===== src/rtl/mfb_pkg.sv =====
package mfb_pkg;

  localparam int TAPS   = 4;
  localparam int NTYPES = 6;
  localparam int EV_MIN = 2;
  localparam int EV_MAX = EV_MIN + NTYPES - 1;
  localparam int HMAX   = EV_MAX + TAPS - 1;

  typedef enum logic [1:0] {
    ST_RUN   = 2'd0,
    ST_FLUSH = 2'd1,
    ST_DRAIN = 2'd2,
    ST_DONE  = 2'd3
  } mfb_state_e;

  // channel target taps, index = delay
  function automatic int tap(input int l);
    case (l)
      0:       return 1;
      1:       return 6;
      2:       return 7;
      3:       return 2;
      default: return 0;
    endcase
  endfunction

  // amplitude m of event type t, alternating from +2
  function automatic int ev_amp(input int t, input int m);
    if (m < 0 || m >= EV_MIN + t) return 0;
    return (m % 2 == 0) ? 2 : -2;
  endfunction

  // filtered event tap m for type t
  function automatic int htap(input int t, input int m);
    int s;
    s = 0;
    for (int l = 0; l < TAPS; l++) s += tap(l) * ev_amp(t, m - l);
    return s;
  endfunction

  // half energy of the filtered event
  function automatic int hoff(input int t);
    int s;
    s = 0;
    for (int m = 0; m < HMAX; m++) s += htap(t, m) * htap(t, m);
    return s / 2;
  endfunction

endpackage


===== src/rtl/mfb_error_gen.sv =====
module mfb_error_gen
  import mfb_pkg::*;
#(
  parameter int QW = 12,
  parameter int EW = QW + 2
) (
  input  logic                 clk,
  input  logic                 rst_n,
  input  logic                 clr,
  input  logic                 adv,
  input  logic                 fill,
  input  logic signed [QW-1:0] q,
  input  logic                 dbit,
  output logic signed [EW-1:0] e_o
);

  localparam int HIST = TAPS - 1;

  logic signed [1:0] hist [HIST];
  int                yi;
  int                cur;

  always_comb begin
    cur = dbit ? 1 : -1;
    yi  = tap(0) * cur;
    for (int l = 1; l < TAPS; l++) yi += tap(l) * int'(hist[l-1]);
  end

  assign e_o = fill ? '0 : (EW'(q) - EW'(yi));

  always_ff @(posedge clk) begin
    if (!rst_n || clr) begin
      for (int l = 0; l < HIST; l++) hist[l] <= '0;
    end else if (adv && !fill) begin
      hist[0] <= dbit ? 2'sd1 : -2'sd1;
      for (int l = 1; l < HIST; l++) hist[l] <= hist[l-1];
    end
  end

endmodule


===== src/rtl/mfb_window.sv =====
module mfb_window
  import mfb_pkg::*;
#(
  parameter int EW = 14,
  parameter int NT = NTYPES,
  parameter int HM = HMAX
) (
  input  logic                 clk,
  input  logic                 rst_n,
  input  logic                 adv,
  input  logic signed [EW-1:0] e_in,
  input  logic [NT-1:0]        m_in,
  output logic signed [EW-1:0] win_o [HM],
  output logic [NT-1:0]        msk_o
);

  logic signed [EW-1:0] win [HM];
  logic [NT-1:0]        msk [HM];

  always_ff @(posedge clk) begin
    if (!rst_n) begin
      for (int i = 0; i < HM; i++) begin
        win[i] <= '0;
        msk[i] <= '0;
      end
    end else if (adv) begin
      win[0] <= e_in;
      msk[0] <= m_in;
      for (int i = 1; i < HM; i++) begin
        win[i] <= win[i-1];
        msk[i] <= msk[i-1];
      end
    end
  end

  assign win_o = win;
  assign msk_o = msk[HM-1];

endmodule


===== src/rtl/mfb_score_unit.sv =====
module mfb_score_unit
  import mfb_pkg::*;
#(
  parameter int TYPE = 0,
  parameter int EW   = 14,
  parameter int SW   = 26,
  parameter int PW   = 13,
  parameter int HM   = HMAX
) (
  input  logic                 clk,
  input  logic                 rst_n,
  input  logic                 clr,
  input  logic                 ev,
  input  logic                 sel,
  input  logic [PW-1:0]        pos,
  input  logic signed [EW-1:0] win [HM],
  output logic signed [SW-1:0] best_score,
  output logic [PW-1:0]        best_pos,
  output logic                 ok
);

  localparam int HL  = EV_MIN + TYPE + TAPS - 1;
  localparam int OFF = hoff(TYPE);

  logic signed [SW-1:0] acc;
  logic signed [SW-1:0] score;

  // oldest window slot holds the start sample
  always_comb begin
    acc = '0;
    for (int m = 0; m < HL; m++)
      acc = acc + SW'(win[HM-1-m]) * SW'(htap(TYPE, m));
  end

  assign score = acc - SW'(OFF);

  always_ff @(posedge clk) begin
    if (!rst_n || clr) begin
      best_score <= '0;
      best_pos   <= '0;
      ok         <= 1'b0;
    end else if (ev && sel && (!ok || score > best_score)) begin
      best_score <= score;
      best_pos   <= pos;
      ok         <= 1'b1;
    end
  end


  best_mono_chk: assert property (@(posedge clk) disable iff (!rst_n)
    (ok && !clr) |=> (best_score >= $past(best_score)));


  pos_hold_chk: assert property (@(posedge clk) disable iff (!rst_n)
    (!clr && !(ev && sel)) |=> ($stable(best_pos) && $stable(best_score) && $stable(ok)));

endmodule


===== src/rtl/mfb_ctrl.sv =====
module mfb_ctrl
  import mfb_pkg::*;
#(
  parameter int PW = 13,
  parameter int HM = HMAX
) (
  input  logic          clk,
  input  logic          rst_n,
  input  logic          in_valid,
  input  logic          in_last,
  output logic          in_ready,
  output logic          adv,
  output logic          fill,
  output logic          first,
  output logic          hclr,
  output logic          ev,
  output logic [PW-1:0] pos,
  output logic          done
);

  localparam int FW = $clog2(HM);

  mfb_state_e    st;
  logic [PW-1:0] n;
  logic [FW-1:0] fcnt;
  logic          acc;

  assign in_ready = (st == ST_RUN);
  assign acc      = in_valid && in_ready;
  assign fill     = (st == ST_FLUSH);
  assign adv      = acc || fill;
  assign first    = acc && (n == '0);
  assign hclr     = (st == ST_DONE);
  assign done     = (st == ST_DONE);

  always_ff @(posedge clk) begin
    if (!rst_n) begin
      st   <= ST_RUN;
      fcnt <= '0;
    end else begin
      case (st)
        ST_RUN: if (acc && in_last) begin
          st   <= ST_FLUSH;
          fcnt <= '0;
        end
        ST_FLUSH: begin
          fcnt <= fcnt + 1'b1;
          if (fcnt == FW'(HM - 2)) st <= ST_DRAIN;
        end
        ST_DRAIN: st <= ST_DONE;
        default:  st <= ST_RUN;
      endcase
    end
  end

  always_ff @(posedge clk) begin
    if (!rst_n || hclr) begin
      n   <= '0;
      ev  <= 1'b0;
      pos <= '0;
    end else begin
      ev <= adv && (n >= PW'(HM - 1));
      if (adv) begin
        n   <= n + 1'b1;
        pos <= n - PW'(HM - 1);
      end
    end
  end


  ready_hold_chk: assert property (@(posedge clk) disable iff (!rst_n)
    (in_valid && in_ready && in_last) |=> !in_ready);


  done_pulse_chk: assert property (@(posedge clk) disable iff (!rst_n)
    done |=> !done);


  ready_back_chk: assert property (@(posedge clk) disable iff (!rst_n)
    done |=> in_ready);

endmodule


===== src/rtl/event_mf_bank.sv =====
module event_mf_bank
  import mfb_pkg::*;
#(
  parameter int QW      = 12,
  parameter int MAX_LEN = 4096,
  localparam int NT     = NTYPES,
  localparam int SW     = QW + 14,
  localparam int PW     = $clog2(MAX_LEN + HMAX + 1)
) (
  input  logic             clk,
  input  logic             rst_n,
  input  logic             in_valid,
  output logic             in_ready,
  input  logic             in_last,
  input  logic [QW-1:0]    in_q,
  input  logic             in_bit,
  input  logic [NT-1:0]    in_mask,
  output logic             done,
  output logic [NT-1:0]    out_ok,
  output logic [NT*SW-1:0] out_score,
  output logic [NT*PW-1:0] out_pos
);

  localparam int EW = QW + 2;

  logic                 adv, fill, first, hclr, ev;
  logic [PW-1:0]        pos;
  logic signed [EW-1:0] e_new;
  logic signed [EW-1:0] win [HMAX];
  logic [NT-1:0]        msk_old;
  logic [NT-1:0]        m_in;

  assign m_in = fill ? '0 : in_mask;

  mfb_ctrl #(.PW(PW), .HM(HMAX)) u_ctrl (
    .clk(clk), .rst_n(rst_n), .in_valid(in_valid), .in_last(in_last),
    .in_ready(in_ready), .adv(adv), .fill(fill), .first(first),
    .hclr(hclr), .ev(ev), .pos(pos), .done(done)
  );

  mfb_error_gen #(.QW(QW), .EW(EW)) u_err (
    .clk(clk), .rst_n(rst_n), .clr(hclr), .adv(adv), .fill(fill),
    .q(signed'(in_q)), .dbit(in_bit), .e_o(e_new)
  );

  mfb_window #(.EW(EW), .NT(NT), .HM(HMAX)) u_win (
    .clk(clk), .rst_n(rst_n), .adv(adv), .e_in(e_new), .m_in(m_in),
    .win_o(win), .msk_o(msk_old)
  );

  for (genvar t = 0; t < NT; t++) begin : g_type
    logic signed [SW-1:0] bs;
    logic [PW-1:0]        bp;
    logic                 bo;

    mfb_score_unit #(.TYPE(t), .EW(EW), .SW(SW), .PW(PW), .HM(HMAX)) u_su (
      .clk(clk), .rst_n(rst_n), .clr(first), .ev(ev), .sel(msk_old[t]),
      .pos(pos), .win(win), .best_score(bs), .best_pos(bp), .ok(bo)
    );

    assign out_score[t*SW +: SW] = bs;
    assign out_pos[t*PW +: PW]   = bp;
    assign out_ok[t]             = bo;
  end

endmodule


===== config.mk =====
export PLATFORM = sky130hd
export DESIGN_NAME = event_mf_bank
export DESIGN_NICKNAME = d
export VERILOG_FILES = /design/src/rtl/mfb_pkg.sv /design/src/rtl/mfb_error_gen.sv /design/src/rtl/mfb_window.sv /design/src/rtl/mfb_score_unit.sv /design/src/rtl/mfb_ctrl.sv /design/src/rtl/event_mf_bank.sv
export SDC_FILE = /design/constraint.sdc
export NUM_CORES = 2
export LEC_CHECK = 0
export BUFFER_PORTS_ARGS = -buffer_cell sky130_fd_sc_hd__buf_2
export CAP_MARGIN = 20
export CORE_MARGIN = 4
export CORE_UTILIZATION = 58
export CTS_BUF_LIST = sky130_fd_sc_hd__clkbuf_8
export DETAILED_ROUTE_END_ITERATION = 7
export MAX_ROUTING_LAYER = met4
export PLACE_DENSITY = 0.84
export SLEW_MARGIN = 40
export SYNTH_ARGS = -nofsm -noshare
export SYNTH_HDL_FRONTEND = slang
export SYNTH_SLANG_ARGS = --single-unit

===== constraint.sdc =====
create_clock -name clk -period 10.75 [get_ports clk]
set_input_delay 2.6875 -clock clk [delete_from_list [all_inputs] [get_ports clk]]
set_output_delay 2.6875 -clock clk [all_outputs]
set_load 0.01 [all_outputs]

==> results.cfg <==
[floorplanning]
start_util_pct = 58.82
rows = 102
die_y_microns = 289.2
die_area_sq_mm = 0.08365
ioPinCount = 265
coreArea_sq_mm = 0.07798
die_w_microns = 289.2

[cells_and_area]
final_cell_count_no_fill = 6540
layout_common_cells = 816 x inv_1, 699 x ha_1, 438 x nor2_1
fillers = 6242
final_nets = 6471
drive_gt1_share_pct = 10.37
seqCellArea_sq_mm = 0.01011
multi_input_area_sq_mm = 0.03239
final_common_cell = inv_1
layout-area-overhead-vs-synth_pct = 10.65

[sta]
max_freq_ghz = 0.09758
slew_headroom_pct = 41.20
worst_pin_slew_ns = 0.8728
final.setup.worst_slack_ns = 0.5016
finalSetupViolations = 0
setup_tns_ns = 0
period_share_pct = 95.33
period_minus_slack_ns = 10.25
final_max_slew_viol_count = 0
clock_skew_ns = 0.04829
hold_violations = 0
hold_slack_ns = 0.4651

[routing]
firstDrtPassIters = 5
finalWirelength_mm = 129.0
viasPerCell = 5.669
first_iter_violations = 2857
antenna_left = 0
drc_errors = 0
wl_per_cell_microns = 19.73
vias = 37070

[place]
pre_cts_ws_ns = 0.01560
place_inst = 6369
hpwl_mm = 102.9
gp_congestion = 1.015
port_buffers = 258

[clock_network]
clockRootBuffer = clkbuf_8
tritoncts = built
clk_pin_slew_worst_paths_ns = 0.06
cts.sinks = 472
h-tree-depth = 3
cts_made_buffers = 89
postCtsHoldBufs = 0
cts_buffer_depth = 3
clk_latency_ns = 0.73

[synthesis]
ys.flop_type = dfxtp_1
ys_ff_latch = 472
avgSynthCellArea_sq_um = 8.886
seq_area_frac_synth_pct = 22.04
async_reset_ff_share_pct = 0
synth_area_leaders = ha_1 19%, dfxtp_1 18%, fa_1 14%, inv_1 6.5%, mux2i_1 4.5%
synth_edf_count = 66
synth_cells = 5162
yosysTopAreaCellShare_pct = 19.12
yosysWarnings = 0
yosysTopAreaCell = ha_1
netlist_area_sq_mm = 0.04587
yosysUniqueCellTypes = 84

[setup_path]
critPathCaptureType = flop
critPathMaxStageDelay_ns = 0.50
startpoint_type = flop
path_delay_family = adder cells
cp_slowest_cell = fa_1
crit_arrival_ns = 10.82
critPathKind = flop to flop
worst-path-buf-inv = 5
required_ns = 11.33
cpMostUsedCell = ha_1
cp_max_fo = 10

[global_routing]
grt_usage_pct = 31.43
grt_pass1_vias = 36490
grt_antenna_before_repair = 7
grt_pass1_wl_mm = 201.2
grt_overflow = 0
grt_max_degree = 105

[worst_hold_path]
worstHoldPathType = flop to flop

[run_status]
status = completed

[flow_run]
maxCapViolCount = 0
synthesized netlist by cell type (68+ instances only):
master,count
a21boi_0,139
a21o_1,98
a21oi_1,202
and3_1,80
clkbuf_1,129
dfxtp_1,406
fa_1,321
ha_1,701
inv_1,797
mux2i_1,204
nand2_1,403
nor2_1,440
nor3_1,68
o21ai_0,134
xnor2_1,229
xor2_1,96
path summary, 6_finish.rpt:
check	start	end	slack [ns]	cells past startpoint
max	u_win.win_o[17]	g_type[2].u_su.best_score[4]	0.50	48
min	u_win.win_o[126]	u_win.win_o[112]	0.47	2
max reg2reg	u_win.win_o[17]	g_type[2].u_su.best_score[4]	0.50	48
min reg2reg	u_win.win_o[126]	u_win.win_o[112]	0.47	2
kinds of logic after synthesis:
family | count (synthesis) | synth area share [%]
buffers and inverters | 958 | 7.968
XOR/XNOR | 331 | 6.473
AO/OA/AOI/OAI | 869 | 12.69
multiplexers | 212 | 4.648
other | 1 | 0.008175
adder cells (fa/ha/maj) | 1022 | 33.13
flip-flops | 472 | 22.04
AND/OR/NAND/NOR | 1297 | 13.04
flip-flops by register name (all words and copies together) (netlist names):
| signal | flops |
|---|---|
| u_ctrl.fcnt | 4 |
| u_ctrl.n | 13 |
| u_err.hist | 6 |
| u_ctrl.st | 2 |
| g_type.u_su.best_score | 150 |
| u_ctrl.ev | 1 |
| g_type.u_su.ok | 6 |
| u_win.msk | 60 |
| u_ctrl.pos | 12 |
| g_type.u_su.best_pos | 78 |
| u_win.win_o | 140 |
worst min-delay path: stages (launching register included):
cell and delay [ns]:
dfxtp_1 0.31, nand2_1 0.05, a21boi_0 0.06
per-stage QoR:
stage / utilization (%) / instance area, sq um
2_1_floorplan: - / 45890
3_3_place_gp: 62.11 / 48440
3_5_place_dp: 62.19 / 48490
4_1_cts: 64.79 / 50520
5_1_grt: 65.09 / 50750
6_report: 65.09 / 50750
per-layer routing:
metal	track usage (%)	wire length, microns	vias up
met5	-	0	-
met4	11.22	4879	0
met3	7.034	11270	251
met2	48.77	57990	1241
met1	40.59	54880	17820
li1	-	-	17760
repair_timing:
item | 4_1_cts | 5_1_grt
buffers inserted | 0 | 3
gates cloned | 0 | 3
gates resized for setup | 2 | 41
pin swaps | 0 | 8
setup endpoints to repair | 14 | 190
cell type report:
type                            count  area share, %
Multi-Input combinational cell   3737          63.82
Sequential cell                   472          19.93
Clock buffer                      108          2.929
Timing Repair Buffer              325          3.774
Inverter                          801          5.926
Antenna cell                        3        0.01479
Clock inverter                     54          1.045
Tap cell                         1040          2.564
Power is left out: the tool's default activity adds up to more than one toggle a clock period on the data nets, which glitch-free logic cannot reach.
